===== src/rtl/div3_pkg.sv =====
package div3_pkg;

    localparam int unsigned DIV3_DEF_W = 16;
    localparam int unsigned DIV3_LAT   = 2;

    // Guard bits below the binary point: 2^G must be well above half the term count.
    function automatic int unsigned div3_guard(input int unsigned w);
        return $clog2(w) + 2;
    endfunction

    // Number of alternating terms before the widened operand shifts to zero.
    function automatic int unsigned div3_terms(input int unsigned w);
        return w + div3_guard(w);
    endfunction

endpackage


===== src/rtl/div3_series.sv =====
module div3_series
    import div3_pkg::*;
#(
    parameter int unsigned W = DIV3_DEF_W
) (
    input  logic [W-1:0] x,
    output logic [W-1:0] est
);
    localparam int unsigned G  = div3_guard(W);
    localparam int unsigned XW = W + G;
    localparam int unsigned K  = div3_terms(W);
    localparam int unsigned NP = (K + 1) / 2;

    logic [XW-1:0] xe;
    logic [XW-1:0] term [1:K];
    logic [XW-1:0] pair_d [NP];
    logic [XW-1:0] acc;

    assign xe = {x, {G{1'b0}}};

    // Each series term is a wired right shift of the widened operand.
    for (genvar k = 1; k <= K; k++) begin : g_term
        assign term[k] = xe >> k;
    end

    // Pair a positive term with the following negative one; each difference is non-negative.
    for (genvar p = 0; p < NP; p++) begin : g_pair
        if (2 * p + 2 <= K) begin : g_full
            assign pair_d[p] = term[2*p+1] - term[2*p+2];
        end else begin : g_last
            assign pair_d[p] = term[2*p+1];
        end
    end

    always_comb begin
        acc = '0;
        for (int i = 0; i < NP; i++) begin
            acc = acc + pair_d[i];
        end
    end

    assign est = acc[XW-1:G];

endmodule


===== src/rtl/div3_correct.sv =====
module div3_correct
    import div3_pkg::*;
#(
    parameter int unsigned W = DIV3_DEF_W
) (
    input  logic [W-1:0] x,
    input  logic [W-1:0] est,
    output logic [W-1:0] quot,
    output logic [1:0]   rem
);
    localparam int unsigned RW = W + 3;

    logic [RW-1:0]        est3;
    logic signed [RW-1:0] diff;
    logic signed [RW-1:0] rfix;

    // Three times the estimate, built from a single shift and one add.
    assign est3 = {2'b00, est, 1'b0} + {3'b000, est};
    assign diff = $signed({3'b000, x}) - $signed(est3);

    always_comb begin
        if (diff < 0) begin
            quot = est - 1'b1;
            rfix = diff + RW'(3);
        end else if (diff >= RW'(3)) begin
            quot = est + 1'b1;
            rfix = diff - RW'(3);
        end else begin
            quot = est;
            rfix = diff;
        end
        rem = rfix[1:0];
    end

endmodule


===== src/rtl/div3_shiftadd.sv =====
module div3_shiftadd
    import div3_pkg::*;
#(
    parameter int unsigned DATA_W = DIV3_DEF_W,
    parameter bit          REM_EN = 1'b1
) (
    input  logic              clk,
    input  logic              rst,
    input  logic              in_valid,
    input  logic [DATA_W-1:0] in_data,
    output logic              out_valid,
    output logic [DATA_W-1:0] out_quot,
    output logic [1:0]        out_rem
);
    localparam int unsigned CW = DATA_W + 3;

    typedef struct packed {
        logic              vld;
        logic [DATA_W-1:0] x;
        logic [DATA_W-1:0] est;
    } est_stage_t;

    typedef struct packed {
        logic              vld;
        logic [DATA_W-1:0] quot;
        logic [1:0]        rem;
    } res_stage_t;

    est_stage_t        sa;
    res_stage_t        sb;
    logic [DATA_W-1:0] est_c;
    logic [DATA_W-1:0] quot_c;
    logic [1:0]        rem_c;

    div3_series #(.W(DATA_W)) u_series (
        .x   (in_data),
        .est (est_c)
    );

    always_ff @(posedge clk) begin
        if (rst) begin
            sa <= '0;
        end else begin
            sa.vld <= in_valid;
            if (in_valid) begin
                sa.x   <= in_data;
                sa.est <= est_c;
            end
        end
    end

    div3_correct #(.W(DATA_W)) u_correct (
        .x    (sa.x),
        .est  (sa.est),
        .quot (quot_c),
        .rem  (rem_c)
    );

    always_ff @(posedge clk) begin
        if (rst) begin
            sb <= '0;
        end else begin
            sb.vld <= sa.vld;
            if (sa.vld) begin
                sb.quot <= quot_c;
                sb.rem  <= rem_c;
            end
        end
    end

    assign out_valid = sb.vld;
    assign out_quot  = sb.quot;

    if (REM_EN) begin : g_rem
        assign out_rem = sb.rem;

        AST_REM_BELOW_THREE: assert property (@(posedge clk) disable iff (rst)
            out_valid |-> (out_rem < 2'd3));

        AST_REBUILD_DIVIDEND: assert property (@(posedge clk) disable iff (rst)
            out_valid |-> (({3'b000, out_quot} * CW'(3)) + CW'(out_rem) == {3'b000, $past(sa.x)}));
    end else begin : g_norem
        assign out_rem = 2'b00;
    end

    AST_EST_WINDOW: assert property (@(posedge clk) disable iff (rst)
        sa.vld |-> (({3'b000, sa.est} * CW'(3) <= {3'b000, sa.x} + CW'(3)) &&
                    ({3'b000, sa.x} < {3'b000, sa.est} * CW'(3) + CW'(6))));

    AST_FIXED_LATENCY: assert property (@(posedge clk) disable iff (rst)
        out_valid == $past(in_valid && !rst, 2));

    AST_HOLD_IDLE: assert property (@(posedge clk) disable iff (rst)
        !out_valid |-> ($stable(out_quot) && $stable(out_rem)));

endmodule


===== config.mk =====
export PLATFORM = sky130hd
export DESIGN_NAME = div3_shiftadd
export DESIGN_NICKNAME = d
export VERILOG_FILES = /design/src/rtl/div3_pkg.sv /design/src/rtl/div3_series.sv /design/src/rtl/div3_correct.sv /design/src/rtl/div3_shiftadd.sv
export SDC_FILE = /design/constraint.sdc
export NUM_CORES = 1
export LEC_CHECK = 0
export BUFFER_PORTS_ARGS = -buffer_cell sky130_fd_sc_hd__buf_2
export CAP_MARGIN = 20
export CORE_UTILIZATION = 35
export DETAILED_ROUTE_END_ITERATION = 7
export PLACE_DENSITY = 0.52
export SYNTH_ARGS = -nofsm -noshare
export SYNTH_HDL_FRONTEND = slang
export SYNTH_SLANG_ARGS = --single-unit

===== constraint.sdc =====
create_clock -name clk -period 13.4 [get_ports clk]
set_input_delay 0.67 -clock clk [delete_from_list [all_inputs] [get_ports clk]]
set_output_delay 0.67 -clock clk [all_outputs]
set_load 0.05 [all_outputs]

==> reports/metrics.yaml, run 1 <==
route:
  dr.pass1.iters: 5
  vias: 8259
  wire_per_inst_microns: 17.9
  drtIter0Drc: 445
  totalWireLength_mm: 29.7
  drc: 0
  antenna_left: 0
  avgViaCountPerCell: 4.98
global_route:
  grt_pass1_wl_mm: 46.9
  antenna_found_initial: 0
  grt_max_degree: 53
  grt.total_usage: 0.196
  grt_pass1_vias: 8188
  overflow: 0
synth:
  synthTopCellsByArea: "fa_1 (31%), ha_1 (13%), dfxtp_1 (9.6%), inv_1 (9.1%), xnor2_1 (5.5%)"
  synth_ff_type: "dfxtp_1"
  synth.largest_area_cell: "fa_1"
  netlist_instances: 1241
  synth-seq-cells: 52
  yosysMostFrequentCell: "inv_1"
  synth-edff-count: 0
  synthDistinctLibCells: 80
  synth_area_sq_um: 10800
  syn_area_per_cell_sq_um: 8.71
  synth_mux_area_frac: 0.0325
  synth-async-reset-ratio: 0
  synthAdderAreaFrac: 0.434
  yosys_warnings: 0
  synth_top_cell_area_share: 0.307
  synth_top_family_by_area: "adder cells"
  ys_seq_area_frac: 0.0963
  synth_compound_gate_area_share: 0.138
  synth_common_cells: "inv_1 (261), fa_1 (166), ha_1 (109)"
  synthSimpleGateAreaFrac: 0.116
  synth-xor-area-share: 0.0782
clocking:
  holdBufCountCts: 0
  cts_buffers: 5
  postCtsSetupBuffers: 0
  clk_pin_slew_ns: 0.08
  cts_root_buf: "clkbuf_16"
  worst_skew_pair.late_latency_ns: 0.31
  clockBufferDepth: 2
  cts.sinks: 52
  htree_levels: 2
  cts_tree: "yes"
  cts_resized: 0
critical_path:
  reg2reg_depth: 13
  cp_max_fo: 13
  endpoint_kind: "register"
  start_kind: "input port"
  arrival_ns: 8.57
  crit_path_frequent_cell: "a21oi_1"
  required_ns: 13.62
  crit_type: "input port to register"
  reg2reg_from: "sa[0]$_SDFFE_PP0P_"
  critPathSlowestCell: "fa_1"
  startpoint: "in_data[9]"
  critPathMaxStageDelay_ns: 0.66
hold_path:
  hold_start: "out_quot[0]$_SDFFE_PP0P_"
  hold_path_class: "register to register"
  holdPathStages: 2
timing:
  period_minus_slack_ns: 8.35
  final-setup-viol-count: 0
  slew_viol_final: 0
  rsz0062_at_grt: "false"
  max_freq_mhz: 120
  slew_headroom: 0.443
  hold_violations: 0
  finalSetupTns_ns: 0
  fin_ws_ns: 5.05
  tightest_slew_ns: 0.826
  whs_ns: 0.455
  min_period_over_period: 0.623
  clock_skew_ns: 0.0106
cells_and_area:
  diodes: 0
  area_growth_pct: 7.27
  drive_above_1_share: 0.0552
  regArea_sq_um: 1040
  multi_input_area_sq_um: 8690
  nets: 1562
  final-instance-count-excl-fill: 1659
  fill_cells: 3087
place:
  placedCellCount: 1651
  place_congestion: 0.877
  hpwl_mm: 25.7
  pre_cts_ws_ns: 4.73
  numPortBuffers: 37
floorplan:
  rows: 63
  ioPinCount: 38
  dieHeight_microns: 178
  core_area_sq_um: 30000
  start_util: 0.360
  die_width_microns: 178
  fp.dieArea_sq_um: 31600
job:
  drv_cap: 0
run_status:
  status: "finished clean"
## kinds of logic after synthesis
group,Yosys count
buf+inv,299
fa+ha+maj,275
simple gates,258
compound gates,225
xor+xnor,95
flops,52
mux,35
other cells,2
## cells in the final DEF (no fill, tap or decap), drive strengths merged, types with 4 or more instances in the layout
cell type / n
nand4: 12
mux2i: 34
nand2: 52
and3: 10
o211ai: 6
nor2b: 6
ha: 109
o21ai: 43
nand2b: 9
clkinv: 4
xor2: 26
a21oi: 71
clkbuf: 5
nor3: 12
conb: 16
nor4: 4
or3: 6
nand3: 14
inv: 262
dfxtp: 52
nor3b: 5
or2: 6
and2: 9
buf: 41
a31oi: 8
a211oi: 11
a21o: 23
o22ai: 4
xnor2: 68
o21a: 6
o21bai: 13
nor2: 99
fa: 166
## flip-flops by register name, summed over array words and instances, names as in the netlist
name       count
out_quot      16
out_rem        2
out_valid      1
sa            33
## routing by layer
layer	track usage	wire length, microns	vias up
li1	-	-	4020
met1	0.294	15100	4076
met2	0.306	13200	145
met3	0.0206	969	18
met4	0.0349	372	0
met5	0	0	-
## final cells by class
type                            instances  area share
Inverter                              264      0.0855
Clock inverter                          3     0.00399
Tap cell                              390      0.0421
Multi-Input combinational cell        904       0.749
Sequential cell                        52      0.0898
Clock buffer                            5      0.0108
Timing Repair Buffer                   41      0.0186
## final timing paths
kind | end | slack (ns)
max reg2reg | out_quot[7]$_SDFFE_PP0P_ | 8.67
min | out_quot[0]$_SDFFE_PP0P_ | 0.45
max | sa[15]$_SDFFE_PP0P_ | 5.05
min reg2reg | out_quot[0]$_SDFFE_PP0P_ | 0.45
## worst max-delay path, delay by kind of cell
kind,cells,cell delay [ns]
adder cells (fa/ha/maj),7,3.81
AND/OR/NAND/NOR,4,0.44
AO/OA/AOI/OAI,12,2.43
XOR/XNOR,1,0.40
buffers and inverters,6,0.79
## stage by stage
| step | instance area (sq um) | util |
|---|---|---|
| floorplan | 10900 | - |
| global placement | 11400 | 0.380 |
| detailed placement | 11400 | 0.380 |
| CTS | 11600 | 0.386 |
| global route | 11600 | 0.386 |
| finish | 11600 | 0.386 |
Power of run 1 is not shown: default switching activity piles up to over one toggle a cycle in this logic, so the estimate is an artifact.
==> inputs of run 2 (changes only) <==
PLACE_DENSITY = 0.54   (was 0.52)
clock period = 7.5 ns   (was 13.4 ns; I/O delays follow)
==> run 2 against run 1 <==
  * Setup slack worse by 4.7 ns
  * Via count is 2.5% higher
  * Non-clock buffer count rose by 44
  * Wire length down 0.35%
  * Flip-flop and latch count unchanged
  * Register-to-register slack lost 5.8 ns
  * Global-route usage fell by 0.27 points
  * Worst hold slack got worse by 0.050 ns
  * Largest cell class unchanged
  * Clock skew is 0.0064 ns higher
  * Design area increased by 2.8%
  * Utilization grew 1.1 points
==> reports/metrics.yaml, run 2 (same netlist as run 1, synthesis figures left out) <==
global_route:
  grt_pass1_vias: 8288  # +1.2%
  antenna_found_initial: 0  # unchanged
  overflow: 0  # unchanged
  grt_pass1_wl_mm: 46.9  # about the same
  grt_max_degree: 53  # unchanged
  grt.total_usage: 0.194  # -0.00272
clocking:
  cts_root_buf: "clkbuf_16"
  clk_pin_slew_ns: 0.07  # about the same
  cts.sinks: 52  # unchanged
  htree_levels: 2  # unchanged
  cts_buffers: 5  # unchanged
  clockBufferDepth: 2  # unchanged
  cts_tree: "yes"
  worst_skew_pair.late_latency_ns: 0.31  # about the same
  postCtsSetupBuffers: 0  # unchanged
floorplan:
  die_width_microns: 178  # unchanged
  fp.dieArea_sq_um: 31600  # unchanged
  core_area_sq_um: 30000  # unchanged
  ioPinCount: 38  # unchanged
  dieHeight_microns: 178  # unchanged
  rows: 63  # unchanged
  start_util: 0.360  # unchanged
cells_and_area:
  nets: 1606  # +2.8%
  fill_cells: 3075  # -0.39%
  regArea_sq_um: 1040  # unchanged
  final_common_cell: "inv_1"
  multi_input_area_sq_um: 8700  # +0.19%
  diodes: 0  # unchanged
  top_register: "sa"
  drive_above_1_share: 0.0899  # +0.0347
  utilization: 0.397  # +0.0109
  final_cell_mix: "inv_1 (261), fa_1 (166), ha_1 (109), nor2_1 (97), a21oi_1 (70)"
  largest_reg_flops: 33  # unchanged
  area_growth_pct: 10.3
timing:
  rsz0062_at_grt: "false"
  final-setup-viol-count: 0  # unchanged
  max_freq_mhz: 141
  min_period_over_period: 0.947
  clock_skew_ns: 0.0170  # +0.00637 ns
  finalSetupTns_ns: 0  # unchanged
  whs_ns: 0.405  # -0.0501 ns
  hold_violations: 0  # unchanged
  period_minus_slack_ns: 7.10
  fin_ws_ns: 0.399  # -4.65 ns
  slew_viol_final: 0  # unchanged
  slew_headroom: 0.385  # -0.0585
  tightest_slew_ns: 0.922  # +0.0964 ns
hold_path:
  holdPathStages: 3  # +1
  hold_path_class: "input port to register"
  min_to: "sa[27]$_SDFFE_PP0P_"
  hold_start: "in_data[11]"
place:
  numPortBuffers: 37  # unchanged
  pre_cts_ws_ns: -0.0236  # -4.75 ns
  hpwl_mm: 25.8  # +0.43%
  place_congestion: 0.892  # +1.7%
critical_path:
  arrival_ns: 7.31  # -1.26 ns
  start_kind: "input port"
  reg2reg_depth: 14  # +1
  cp_max_fo: 9  # -4
  endpoint_kind: "register"
  required_ns: 7.71  # -5.91 ns
  r2r_slack_ns: 2.83  # -5.84 ns
  r2r-end: "out_quot[7]$_SDFFE_PP0P_"
  startpoint: "in_data[13]"
  reg2reg_from: "sa[0]$_SDFFE_PP0P_"
  crit_type: "input port to register"
run_status:
  status: "finished clean"
route:
  vias: 8468  # +2.5%
  avgViaCountPerCell: 4.97  # -0.12%
  drtIter0Drc: 544  # +22%
  wire_per_inst_microns: 17.4  # -2.9%
  drc: 0  # unchanged
  totalWireLength_mm: 29.6  # -0.35%
  dr.pass1.iters: 5  # unchanged
  antenna_left: 0  # unchanged
job:
  drv_cap: 0  # unchanged
run 2: final cells by class:
cell class                      count  area share
Multi-Input combinational cell    904       0.730
Sequential cell                    52      0.0873
Inverter                          264      0.0831
Timing Repair Buffer               85      0.0458
Tap cell                          390      0.0409
Clock buffer                        5      0.0105
Clock inverter                      3     0.00231
run 2: stage by stage:
stage | instance area [sq um] | instances
after floorplan | 10900 | 1255
after global placement | 11700 | 1694
after detailed placement | 11700 | 1694
after CTS | 11900 | 1702
after global routing | 11900 | 1703
final | 11900 | 1703
run 2: worst max-delay path by stage:
stage,depth (start not counted),endpoint
floorplan,26,sa[15]$_SDFFE_PP0P_
global placement,24,sa[15]$_SDFFE_PP0P_
detailed placement,27,sa[15]$_SDFFE_PP0P_
CTS,27,sa[15]$_SDFFE_PP0P_
global route,27,sa[15]$_SDFFE_PP0P_
finish,26,sa[15]$_SDFFE_PP0P_
run 2: worst max-delay path: stages:
cell      delay [ns]
buf_2           0.16
inv_1           0.15
ha_1            0.55
nand3_1         0.22
nor4_1          0.51
a21oi_1         0.22
xnor2_1         0.19
fa_1            0.53
fa_1            0.52
inv_1           0.05
fa_1            0.47
fa_1            0.55
inv_1           0.05
fa_1            0.52
inv_1           0.04
ha_1            0.30
inv_1           0.09
nor2_1          0.06
nor4_1          0.17
a21oi_1         0.14
a31o_2          0.30
o211ai_1        0.24
a21oi_1         0.14
a21oi_1         0.17
xnor3_1         0.39
a211oi_1        0.22
run 2: routing by layer:
layer,up-vias,track usage,share of wire
met4,0,0.0246,0.010
met3,23,0.0206,0.040
met5,-,0,0
met1,4153,0.286,0.49
met2,166,0.310,0.46
li1,4126,-,-
run 2: what timing repair did:
item	4_1_cts	5_1_grt
hold buffers	0	0
setup endpoints to repair	0	1
gates resized for setup	0	5
Power of run 2 is left out for the same reason.
==> inputs of run 3 (changes only) <==
BUFFER_PORTS_ARGS = default   (was -buffer_cell sky130_fd_sc_hd__buf_2)
DONT_BUFFER_PORTS = 1   (was default)
PLACE_DENSITY = 0.53   (was 0.54)
RECOVER_POWER = 100   (was default)
==> run 3 against run 2 <==
  * Utilization decreased by 0.98 points
  * Setup slack got worse by 0.037 ns
  * First-iteration DRC count increased by 6.3%
  * Register-to-register slack got worse by 0.18 ns
  * Worst hold slack got worse by 0.27 ns
  * Sequential share of layout area increased by 0.22 points
  * Critical path depth increased by 1
  * Via count decreased by 1.7%
  * Final cell count decreased by 2.7%
  * Fmax decreased by 0.51%
  * Clock skew decreased by 0.0062 ns
  * Critical path type unchanged
  * Largest cell class unchanged
  * Highest routed layer unchanged
==> reports/metrics.yaml, run 3 (same netlist as run 1, synthesis figures left out) <==
critical_path:
  crit_type: "input port to register"
  cp_top_family: "adder cells"
  critPathMaxStageDelay_ns: 0.58  # +0.03 ns
  arrival_ns: 7.35  # +0.04 ns
  required_ns: 7.72  # about the same
  cp_max_fo: 6  # -3
  start_kind: "input port"
  endpoint_kind: "register"
  critPathSlowestCell: "o21ai_0"
  critPathBufInv: 4  # -2
global_route:
  grt_max_degree: 53  # unchanged
  grt_pass1_vias: 8334  # +0.56%
  grt_pass1_wl_mm: 47.8  # +1.8%
  grt.total_usage: 0.198  # +0.00449
  antenna_found_initial: 0  # unchanged
  overflow: 0  # unchanged
cells_and_area:
  final_cell_mix: "inv_1 (261), fa_1 (166), ha_1 (109), nor2_1 (99), a21oi_1 (71)"
  area_growth_pct: 7.57
  regArea_sq_um: 1040  # unchanged
  top_register: "sa"
  fill_cells: 3052  # -0.75%
  largest_reg_flops: 33  # unchanged
  drive_above_1_share: 0.0497  # -0.0401
  multi_input_area_sq_um: 8670  # -0.45%
  diodes: 0  # unchanged
  nets: 1560  # -2.9%
  final_common_cell: "inv_1"
timing:
  hold_violations: 0  # unchanged
  period_minus_slack_ns: 7.14  # +0.0366 ns
  whs_ns: 0.131  # -0.273 ns
  min_period_over_period: 0.952  # +0.00488
  final-setup-viol-count: 0  # unchanged
  slew_viol_final: 0  # unchanged
  slew_headroom: 0.257  # -0.128
  rsz0062_at_grt: "false"
  tightest_slew_ns: 1.11  # +0.191 ns
  clock_skew_ns: 0.0108  # -0.00617 ns
  finalSetupTns_ns: 0  # unchanged
  max_freq_mhz: 140  # -0.51%
run_status:
  status: "finished clean"
clocking:
  cts_root_buf: "clkbuf_16"
  clockBufferDepth: 2  # unchanged
  cts_buffers: 5  # unchanged
  cts.sinks: 52  # unchanged
  worst_skew_pair.late_latency_ns: 0.30  # about the same
  clk_pin_slew_ns: 0.08  # about the same
  htree_levels: 2  # unchanged
  postCtsSetupBuffers: 0  # unchanged
  cts_tree: "yes"
route:
  totalWireLength_mm: 30.0  # +1.6%
  avgViaCountPerCell: 5.02  # +1.0%
  dr.pass1.iters: 5  # unchanged
  wire_per_inst_microns: 18.1  # +4.4%
  drc: 0  # unchanged
  vias: 8323  # -1.7%
  antenna_left: 0  # unchanged
  drtIter0Drc: 578  # +6.3%
floorplan:
  rows: 63  # unchanged
  ioPinCount: 38  # unchanged
  die_width_microns: 178  # unchanged
  start_util: 0.360  # unchanged
  fp.dieArea_sq_um: 31600  # unchanged
  core_area_sq_um: 30000  # unchanged
  dieHeight_microns: 178  # unchanged
place:
  numPortBuffers: 0  # -100%
  hpwl_mm: 26.1  # +0.97%
  place_congestion: 0.883  # -1.0%
job:
  drv_cap: 0  # unchanged
hold_path:
  hold_path_class: "input port to register"
==> run 3: area by class of cell <==
type	instances	share of cell area
sequential	52	0.0895
inverter	264	0.0852
clock inverter	3	0.00237
tap	390	0.0420
multi-input combinational	904	0.745
clock buffer	5	0.0108
timing repair buffer	39	0.0249
==> run 3: path summary, 6_finish.rpt <==
path                                     startpoint                        end  slack [ns]  cells past startpoint
worst max-delay path                     in_data[7]        sa[15]$_SDFFE_PP0P_        0.36                     27
worst min-delay path                            rst         sa[1]$_SDFFE_PP0P_        0.13                      1
worst max register to register   sa[0]$_SDFFE_PP0P_  out_quot[10]$_SDFFE_PP0P_        2.65                     14
worst min register to register  sa[16]$_SDFFE_PP0P_        sa[16]$_SDFFE_PP0P_        0.51                      2
==> run 3: stage by stage <==
| step | instance area [sq um] | std cells | util | setup WS (ns) |
|---|---|---|---|---|
| 3_5_place_dp | 11500 | 1649 | 0.383 | 0.0557 |
| 5_1_grt | 11600 | 1657 | 0.387 | 0.0464 |
| 3_3_place_gp | 11500 | 1649 | 0.383 | 0.0454 |
| 6_report | 11600 | 1657 | 0.387 | 0.363 |
| 4_1_cts | 11700 | 1657 | 0.388 | 0.363 |
| 2_1_floorplan | 10900 | 1255 | - | 0.206 |
==> run 3: metal layers <==
| metal | GRT usage | vias to the layer above | share of wire |
|---|---|---|---|
| met3 | 0.0229 | 18 | 0.040 |
| li1 | - | 4032 | - |
| met4 | 0.0242 | 0 | 0.011 |
| met2 | 0.315 | 153 | 0.45 |
| met5 | 0 | - | 0 |
| met1 | 0.294 | 4120 | 0.50 |
==> run 3: repair_timing <==
item | 4_1_cts | 5_1_grt
resized for setup | 0 | 1
endpoints found under the setup margin | 0 | 1
hold buffers | 0 | 0
Power of run 3 is left out for the same reason.
